`src/rtl/dma_cc_pkg.sv`:
```
package dma_cc_pkg;
  localparam int WORD_W   = 32;
  localparam int TYPE_LSB = 0;
  localparam int TYPE_W   = 3;
  localparam int CNT_LSB  = 4;
  localparam int CNT_W    = 10;
  localparam int EXP_LSB  = 14;
  localparam int EXP_W    = 4;
  localparam int SIZE_LSB = 24;
  localparam int SIZE_W   = 2;

  typedef enum logic [TYPE_W-1:0] {
    CY_STOP  = 3'b000,
    CY_BASIC = 3'b001
  } cycle_e;

  typedef enum logic [2:0] {
    S_IDLE, S_RD, S_WR, S_WB, S_YIELD
  } state_e;
endpackage

```
`src/rtl/dma_cc_decode.sv`:
```
module dma_cc_decode
  import dma_cc_pkg::*;
#(
  parameter int W  = WORD_W,
  parameter int CW = CNT_W,
  parameter int EW = EXP_W
) (
  input  logic [W-1:0]      word,
  output logic              is_basic,
  output logic [SIZE_W-1:0] size,
  output logic [CW-1:0]     count,
  output logic [CW-1:0]     burst_last
);
  logic [EW-1:0] exp_raw;
  logic [EW-1:0] exp_eff;
  logic [CW:0]   one_hot;
  logic [CW:0]   span;

  always_comb begin
    is_basic = (word[TYPE_LSB +: TYPE_W] == CY_BASIC);
    size     = word[SIZE_LSB +: SIZE_W];
    count    = word[CNT_LSB +: CW];
    exp_raw  = word[EXP_LSB +: EW];
    exp_eff  = (int'(exp_raw) > CW) ? EW'(CW) : exp_raw;
    one_hot  = '0;
    one_hot[exp_eff] = 1'b1;
    span       = one_hot - 1'b1;
    burst_last = span[CW-1:0];
  end
endmodule

```
`src/rtl/dma_cc_beat.sv`:
```
module dma_cc_beat #(
  parameter int CW = 10
) (
  input  logic          clk,
  input  logic          rst_n,
  input  logic          clr,
  input  logic          inc,
  input  logic [CW-1:0] last,
  output logic          at_end
);
  logic [CW-1:0] cnt_q;

  always_ff @(posedge clk) begin
    if (!rst_n || clr) cnt_q <= '0;
    else if (inc)      cnt_q <= cnt_q + 1'b1;
  end

  assign at_end = (cnt_q == last);
endmodule

```
`src/rtl/dma_cycle_ctrl.sv`:
```
module dma_cycle_ctrl
  import dma_cc_pkg::*;
#(
  parameter int W = WORD_W
) (
  input  logic              clk,
  input  logic              rst_n,
  input  logic              cfg_valid,
  output logic              cfg_ready,
  input  logic [W-1:0]      cfg_word,
  input  logic              dreq,
  input  logic              hi_prio,
  output logic              mem_valid,
  input  logic              mem_ready,
  output logic              mem_we,
  output logic [SIZE_W-1:0] mem_size,
  output logic [W-1:0]      mem_wdata,
  input  logic [W-1:0]      mem_rdata,
  output logic              wb_valid,
  input  logic              wb_ready,
  output logic [W-1:0]      wb_data,
  output logic              chan_yield,
  output logic              done_irq,
  output logic              req_err
);
  state_e         st_q;
  logic [W-1:0]   word_q;
  logic [W-1:0]   data_q;
  logic           fin_q;
  logic           is_basic;
  logic [CNT_W-1:0] count, burst_last;
  logic           at_end;
  logic           start, beat_inc, wr_done;

  dma_cc_decode #(.W(W), .CW(CNT_W), .EW(EXP_W)) u_dec (
    .word(word_q), .is_basic(is_basic), .size(mem_size),
    .count(count), .burst_last(burst_last)
  );

  assign start    = (st_q == S_IDLE) && !cfg_valid && dreq && is_basic;
  assign wr_done  = (st_q == S_WR) && mem_ready;
  assign beat_inc = wr_done && (count != '0) && !at_end;

  dma_cc_beat #(.CW(CNT_W)) u_beat (
    .clk(clk), .rst_n(rst_n), .clr(start), .inc(beat_inc),
    .last(burst_last), .at_end(at_end)
  );

  always_ff @(posedge clk) begin
    if (!rst_n) begin
      st_q     <= S_IDLE;
      word_q   <= '0;
      data_q   <= '0;
      fin_q    <= 1'b0;
      done_irq <= 1'b0;
      req_err  <= 1'b0;
    end else begin
      done_irq <= 1'b0;
      req_err  <= (st_q == S_IDLE) && !cfg_valid && dreq && !is_basic;
      unique case (st_q)
        S_IDLE: begin
          if (cfg_valid) word_q <= cfg_word;
          else if (start) begin
            fin_q <= 1'b0;
            st_q  <= S_RD;
          end
        end
        S_RD: if (mem_ready) begin
          data_q <= mem_rdata;
          st_q   <= S_WR;
        end
        S_WR: if (mem_ready) begin
          if (count == '0) begin
            word_q[CNT_LSB +: CNT_W]   <= '0;
            word_q[TYPE_LSB +: TYPE_W] <= CY_STOP;
            fin_q <= 1'b1;
            st_q  <= S_WB;
          end else begin
            word_q[CNT_LSB +: CNT_W] <= count - 1'b1;
            st_q <= at_end ? S_WB : S_RD;
          end
        end
        S_WB: if (wb_ready) begin
          done_irq <= fin_q;
          st_q     <= (!fin_q && hi_prio) ? S_YIELD : S_IDLE;
        end
        S_YIELD: if (!hi_prio) st_q <= S_IDLE;
        default: st_q <= S_IDLE;
      endcase
    end
  end

  assign cfg_ready  = (st_q == S_IDLE);
  assign mem_valid  = (st_q == S_RD) || (st_q == S_WR);
  assign mem_we     = (st_q == S_WR);
  assign mem_wdata  = data_q;
  assign wb_valid   = (st_q == S_WB);
  assign wb_data    = word_q;
  assign chan_yield = (st_q == S_YIELD);
endmodule

```
`config.mk`:
```
export PLATFORM = sky130hd
export DESIGN_NAME = dma_cycle_ctrl
export DESIGN_NICKNAME = d
export VERILOG_FILES = /design/src/rtl/dma_cc_pkg.sv /design/src/rtl/dma_cc_decode.sv /design/src/rtl/dma_cc_beat.sv /design/src/rtl/dma_cycle_ctrl.sv
export SDC_FILE = /design/constraint.sdc
export NUM_CORES = 1
export LEC_CHECK = 0
export ABC_CLOCK_PERIOD_IN_PS = 4100
export BUFFER_PORTS_ARGS = -buffer_cell sky130_fd_sc_hd__buf_2
export CAP_MARGIN = 20
export CORE_MARGIN = 1
export CORE_UTILIZATION = 49
export DETAILED_ROUTE_END_ITERATION = 8
export PLACE_DENSITY_LB_ADDON = 0.05
export SKIP_CTS_REPAIR_TIMING = 1
export SLEW_MARGIN = 20
export SYNTH_ARGS = -nofsm -noshare
export SYNTH_HDL_FRONTEND = slang
export SYNTH_HIERARCHICAL = 1
export SYNTH_SLANG_ARGS = --single-unit
```
`constraint.sdc`:
```
create_clock -name clk -period 4.1 [get_ports clk]
set_clock_uncertainty 0.15 [all_clocks]
set_input_delay 0.615 -clock clk [delete_from_list [all_inputs] [get_ports clk]]
set_output_delay 0.615 -clock clk [all_outputs]
set_load 0.03 [all_outputs]
```
======== Word level (Yosys, flattened, before mapping) ========
Index checks and enable logic that the tools add are counted.
storage, ports and cells
  register bits after elaboration ......... 80
  word-level logic and storage cells ...... 81
operators by class
  $add $sub $neg .......................... 3
  $lt $le $gt $ge ......................... 3
  equality and inequality tests ........... 14
  mux-type cells .......................... 25
  reduce and logical (&&, ||, !) cells .... 27
operators with widths
  cell                   count
  $mux 3                 9
  $mux 10                2
  $pmux 10 s2            1
  $sub 10x1->10 const B  2
  $pmux 3 s5             1
  $mux 14                1
  $add 10x1->10 const B  1
  $eq 10x10->1           1
  $logic_not 10->1       1
  $ne 2x2->1 const B     5
  $reduce_bool 10->1     1
  $logic_and 1x1->1      9
  $eq 3x1->1 const B     2
  $eq 3x2->1 const B     2
  $ne 2x1->1 const B     3
  $pmux 3 s2             1
  $reduce_and 3->1       2
  $reduce_and 6->1       1
  $logic_not 1->1        5
  $lt 4x5->1 const B     1
  $mux 1                 5
  $reduce_and 5->1       1
  $demux 1 s4            1
  $ge 4x1->1 const B     1
  other kinds (10)       13

======== Depth between registers and ports, before layout ========
  depth after elaboration ................. 12
  gate-level depth with buffers ........... 17
  mapped depth without buffers ............ 15

======== Cells and area by module ========
Netlist, hierarchy kept.
modules (own cells, without submodules)
  module          instances  cells each  area each (µm²)
  dma_cycle_ctrl  1          361         3,001.6
  dma_cc_beat     1          64          554.3
  dma_cc_decode   1          38          274.0

======== Least setup slack after synthesis ========
No wires, ideal clock.
  kind .................................... register to register
  start ................................... reg word_q[17], in the netlist wb_data[17]
  end ..................................... reg u_beat.cnt_q[9]
  setup time .............................. 0.072 ns
  arrival ................................. 3.119 ns
  data required time ...................... 3.878 ns
  path slack .............................. 0.760 ns
  stages on the path, launching flop included .. 17
  period minus slack after synthesis ...... 3.340 ns
  cell sequence ........................... dfxtp_1 -> buf_6 -> nor2_2 -> inv_2 -> or3_1 -> ha_1 -> a21o_1 -> a22o_1 -> xnor2_1 -> nand4_1 -> nor4_1 -> a31oi_1 -> and3_1 -> clkbuf_2 -> nand4_1 -> nor4_1 -> mux2i_1
between the ends
  longest elaborated chain between the ends .. 10
  elaborated cells between the ends (all ways) .. 11
  classes of those cells .................. 1 x add/sub; 3 x order compare; 1 x eq/ne; 3 x mux; 3 x reduce/logical
RTL lines
  what                                                                   line                  text
  from (decl)                                                            dma_cycle_ctrl.sv:27  logic [W-1:0] word_q;
  from (signal assigned)                                                 dma_cycle_ctrl.sv:62  if (cfg_valid) word_q <= cfg_word;
  from (signal, indexed assignment)                                      dma_cycle_ctrl.sv:79  word_q[CNT_LSB +: CNT_W] <= count - 1'b1;
  $gt 4x4->1                                                             dma_cc_decode.sv:24   exp_eff = (int'(exp_raw) > CW) ? EW'(CW) : exp_raw;
  $mux 4 *                                                               dma_cc_decode.sv:24
  $lt 4x5->1 (implied by the code) / $ge 4x1->1 (equally long branches)  dma_cc_decode.sv:26   one_hot[exp_eff] = 1'b1;
  $logic_and 1x1->1 (implied by the code)                                dma_cc_decode.sv:26
  $mux 1 (implied by the code)                                           dma_cc_decode.sv:26
  $demux 1 s4 *                                                          n/a
  $sub 10x1->10 *                                                        dma_cc_decode.sv:27   span = one_hot - 1'b1;
  via burst_last[3]                                                      dma_cycle_ctrl.sv:31  logic [CNT_W-1:0] count, burst_last;
  $eq 10x10->1 *                                                         dma_cc_beat.sv:18     assign at_end = (cnt_q == last);
  via at_end                                                             dma_cycle_ctrl.sv:32  logic at_end;
  $logic_not 1->1 *                                                      dma_cycle_ctrl.sv:42  assign beat_inc = wr_done && (count != '0) && !at_end;
  $logic_and 1x1->1 *                                                    dma_cycle_ctrl.sv:42
  via beat_inc                                                           dma_cycle_ctrl.sv:33  logic start, beat_inc, wr_done;
  to (signal assigned)                                                   dma_cc_beat.sv:15     else if (inc) cnt_q <= cnt_q + 1'b1;
  to (decl)                                                              dma_cc_beat.sv:11     logic [CW-1:0] cnt_q;
The timed path passes the listed nets; every way through them passes the cells marked *.
A chain may end at the register's enable or synchronous reset.

======== Worst setup path after layout ========
Ends and elaborated chain as after synthesis.

==> out/qor.yml <==
slowest_stage: "dfxtp_1"
syn_area_sq_um: 3830
clkLatencyLatePin_ns: 0.35
max-vdd-ir-drop_v: 0.000178
regArea_sq_um: 1600
ant_nets: 0
cts_buffers: 9
dr_total_vias: 3507
ys_seq_area_frac: 0.418
cts_sinks: 80
io_pins: 144
place_congestion: 0.832
start_kind: "flip-flop"
fin_util: 0.631
grt_first_pass_wirelength_mm: 15.2
overflow: 0
rsz0062_at_grt: "no"
dieArea_sq_um: 8170
route.detailed.vias_per_inst: 5.15
rows: 31
cts_tree: "yes"
period_share: 0.870
end_kind: "flip-flop"
syn2layout_area_growth_pct: 22.0
yosys_warnings: 6
antenna_cells: 0
dpl.hpwl_mm: 6.49
slew_headroom: 0.437
drt_wl_total_mm: 9.07
ys_ff_latch: 80
path_max_fanout: 12
worst_ep_arrival_time_ns: 3.71
grt_max_degree: 45
p_leak_nw: 2.03
dp_cells: 667
firstDrtPassIters: 6
pwr_density_cell_nw_per_um2: 350
async_flop_share: 0
synth_edf_count: 0
stdcell_area_sq_um: 4670
remaining_drc_errors: 0
stdcell_count: 681
synth.avg_cell_area_sq_um: 8.27
finalCriticalPeriod_ns: 3.57
grt_pass1_vias: 3304
initial_core_util: 0.517
setup_viol: 0
multi_input_area_sq_um: 1970
cpLargestDelayFamily: "simple AND/OR/NAND/NOR gates"
fin_nets: 653
synth_top_cell_area_share: 0.418
synthFlopType: "dfxtp_1"
required_ns: 4.24
drive_above_1_share: 0.297
min_path_type: "reg2reg"
die_w_um: 90.4
crit_type: "reg2reg"
fillers: 686
crit_chain: "nor2_2 > inv_2 > or3_1 > ha_1 > nor3_1 > a21oi_1 > o21ai_0 > xnor2_1 > nand4_1 > nor4_1 > a31oi_1 > and3_1 > nand4_1 > nor4_1 > mux2i_1"
synth.distinct_cells: 59
yosys.area.top_type: "dfxtp_1"
core_sq_um: 7410
final.setup.worst_slack_ns: 0.534
ctsHtreeMaxLevel: 3
die_y_um: 90.4
antenna_found_initial: 0
outcome: "completed"
ctsRootBufferMaster: "clkbuf_8"
postSynthNetCount: 537
report.final.hold_viol_count: 0
wl_per_cell_um: 13.3
worst-path-buf-inv: 1
gr-usage-all-layers: 0.229
tns_ns: 0
cap_violations: 0
cp_slowest_stage_delay_ns: 0.43
tightest_slew_ns: 0.845
r2r_slack_ns: 0.53
finalMaxSlewViolations: 0
drt-initial-drc-count: 119
synthCells: 463
max_freq_mhz: 280
placed_area_sq_um: 4490
clock_path_buffers: 2
dp_slack_ns: 0.545
synth.area.top_cells: "dfxtp_1, nand2_1, a21boi_0"
port_buffers: 143
path_clk_slew_ns: 0.08
-- layer usage --
metal | routed length [um] | track usage | vias up
met1 | 4100 | 0.283 | 1611
met3 | 547 | 0.0505 | 12
met5 | 0 | 0 | -
li1 | - | - | 1798
met2 | 4280 | 0.381 | 86
met4 | 131 | 0.106 | 0
-- registers in the layout, summed over array words and instances (netlist names) --
signal / count
u_beat/cnt_q: 10
req_err: 1
mem_wdata: 32
st_q: 3
fin_q: 1
wb_data: 32
done_irq: 1
-- worst min-delay path: stages, from the launching register on --
cell      delay (ns)
dfxtp_1         0.32
nand2_1         0.05
a21boi_1        0.05
-- synthesized netlist by cell type, drive strengths merged (2+ instances only) --
cell type  count
dfxtp         80
and3b          2
nand2        119
o31a           2
nor3b          4
nand4          5
nor3           5
xor2           9
buf           19
nand3b         3
ha             3
clkbuf        22
nor4b          2
nor2b          7
o21ai         20
a21oi         10
and2           5
o21bai         2
nor4           7
o21a           2
mux2i          3
nor2          13
inv            8
a22oi          5
a31oi          6
mux2           2
nand2b         6
nand3         10
or3            5
xnor2         10
a21boi        53
-- placed cells by master, fill, tap and decap left out, types with 2 or more instances in the layout --
cell type and n:
buf_2 143, nand2_1 119, dfxtp_1 80, a21boi_0 43, o21ai_0 19, nor2_1 12
xnor2_1 10, a21boi_1 10, nand3_1 10, a21oi_1 10, xor2_1 9, clkbuf_8 9
inv_1 7, nor2b_1 7, nor4_1 7, nand2b_1 6, and2_1 5, a31oi_1 5
or3_1 5, a22oi_1 5, nor3_1 4, nand4_1 4, nor3b_1 3, nand3b_1 3
mux2i_1 3, ha_1 3, and3b_1 2, o21a_1 2, o21bai_1 2, mux2_2 2
clkinvlp_4 2, buf_4 2
-- cell type report --
| type | count | area share |
|---|---|---|
| Clock buffer | 9 | 0.0265 |
| Timing Repair Buffer | 146 | 0.162 |
| Multi-Input combinational cell | 333 | 0.421 |
| Inverter | 9 | 0.00830 |
| Sequential cell | 80 | 0.343 |
| Clock inverter | 5 | 0.0126 |
| Tap cell | 99 | 0.0265 |
-- power by group --
part / switching [mW] / internal [mW] / total [mW] / leakage, nW
Clock: 0.285 / 0.275 / 0.560 / 0.0876
Sequential: 0.0261 / 0.800 / 0.826 / 0.651
Combinational: 0.150 / 0.0994 / 0.249 / 1.29
Total: 0.460 / 1.17 / 1.63 / 2.03
-- worst paths after layout --
check                            start                      endpoint  depth (start not counted)
max reg2reg   wb_data[17]$_SDFFE_PN0P_  u_beat/cnt_q[9]$_SDFFE_PP0P_                         15
max           wb_data[17]$_SDFFE_PN0P_  u_beat/cnt_q[9]$_SDFFE_PP0P_                         15
min reg2reg  mem_wdata[8]$_SDFFE_PN0P_     mem_wdata[8]$_SDFFE_PN0P_                          2
min          mem_wdata[8]$_SDFFE_PN0P_     mem_wdata[8]$_SDFFE_PN0P_                          2
-- stage by stage --
step / hold slack [ns] / power [mW]
2_1_floorplan: 0.275 / 1.02
3_3_place_gp: 0.289 / 1.09
3_5_place_dp: 0.295 / 1.09
4_1_cts: 0.308 / 1.65
5_1_grt: 0.328 / 1.71
6_report: 0.305 / 1.63
-- kinds of logic (layout without fill, tap and decap cells) --
kind of cell    count (synthesis)  after routing  share of synthesized area
compound gates                109            109                      0.200
xor+xnor                       19             19                     0.0434
fa+ha+maj                       3              3                    0.00980
buf+inv                        50            169                     0.0699
flops                          80             80                      0.418
mux                             5              5                     0.0137
simple gates                  197            197                      0.245
No activity file was read; power rests on OpenSTA's default activity.
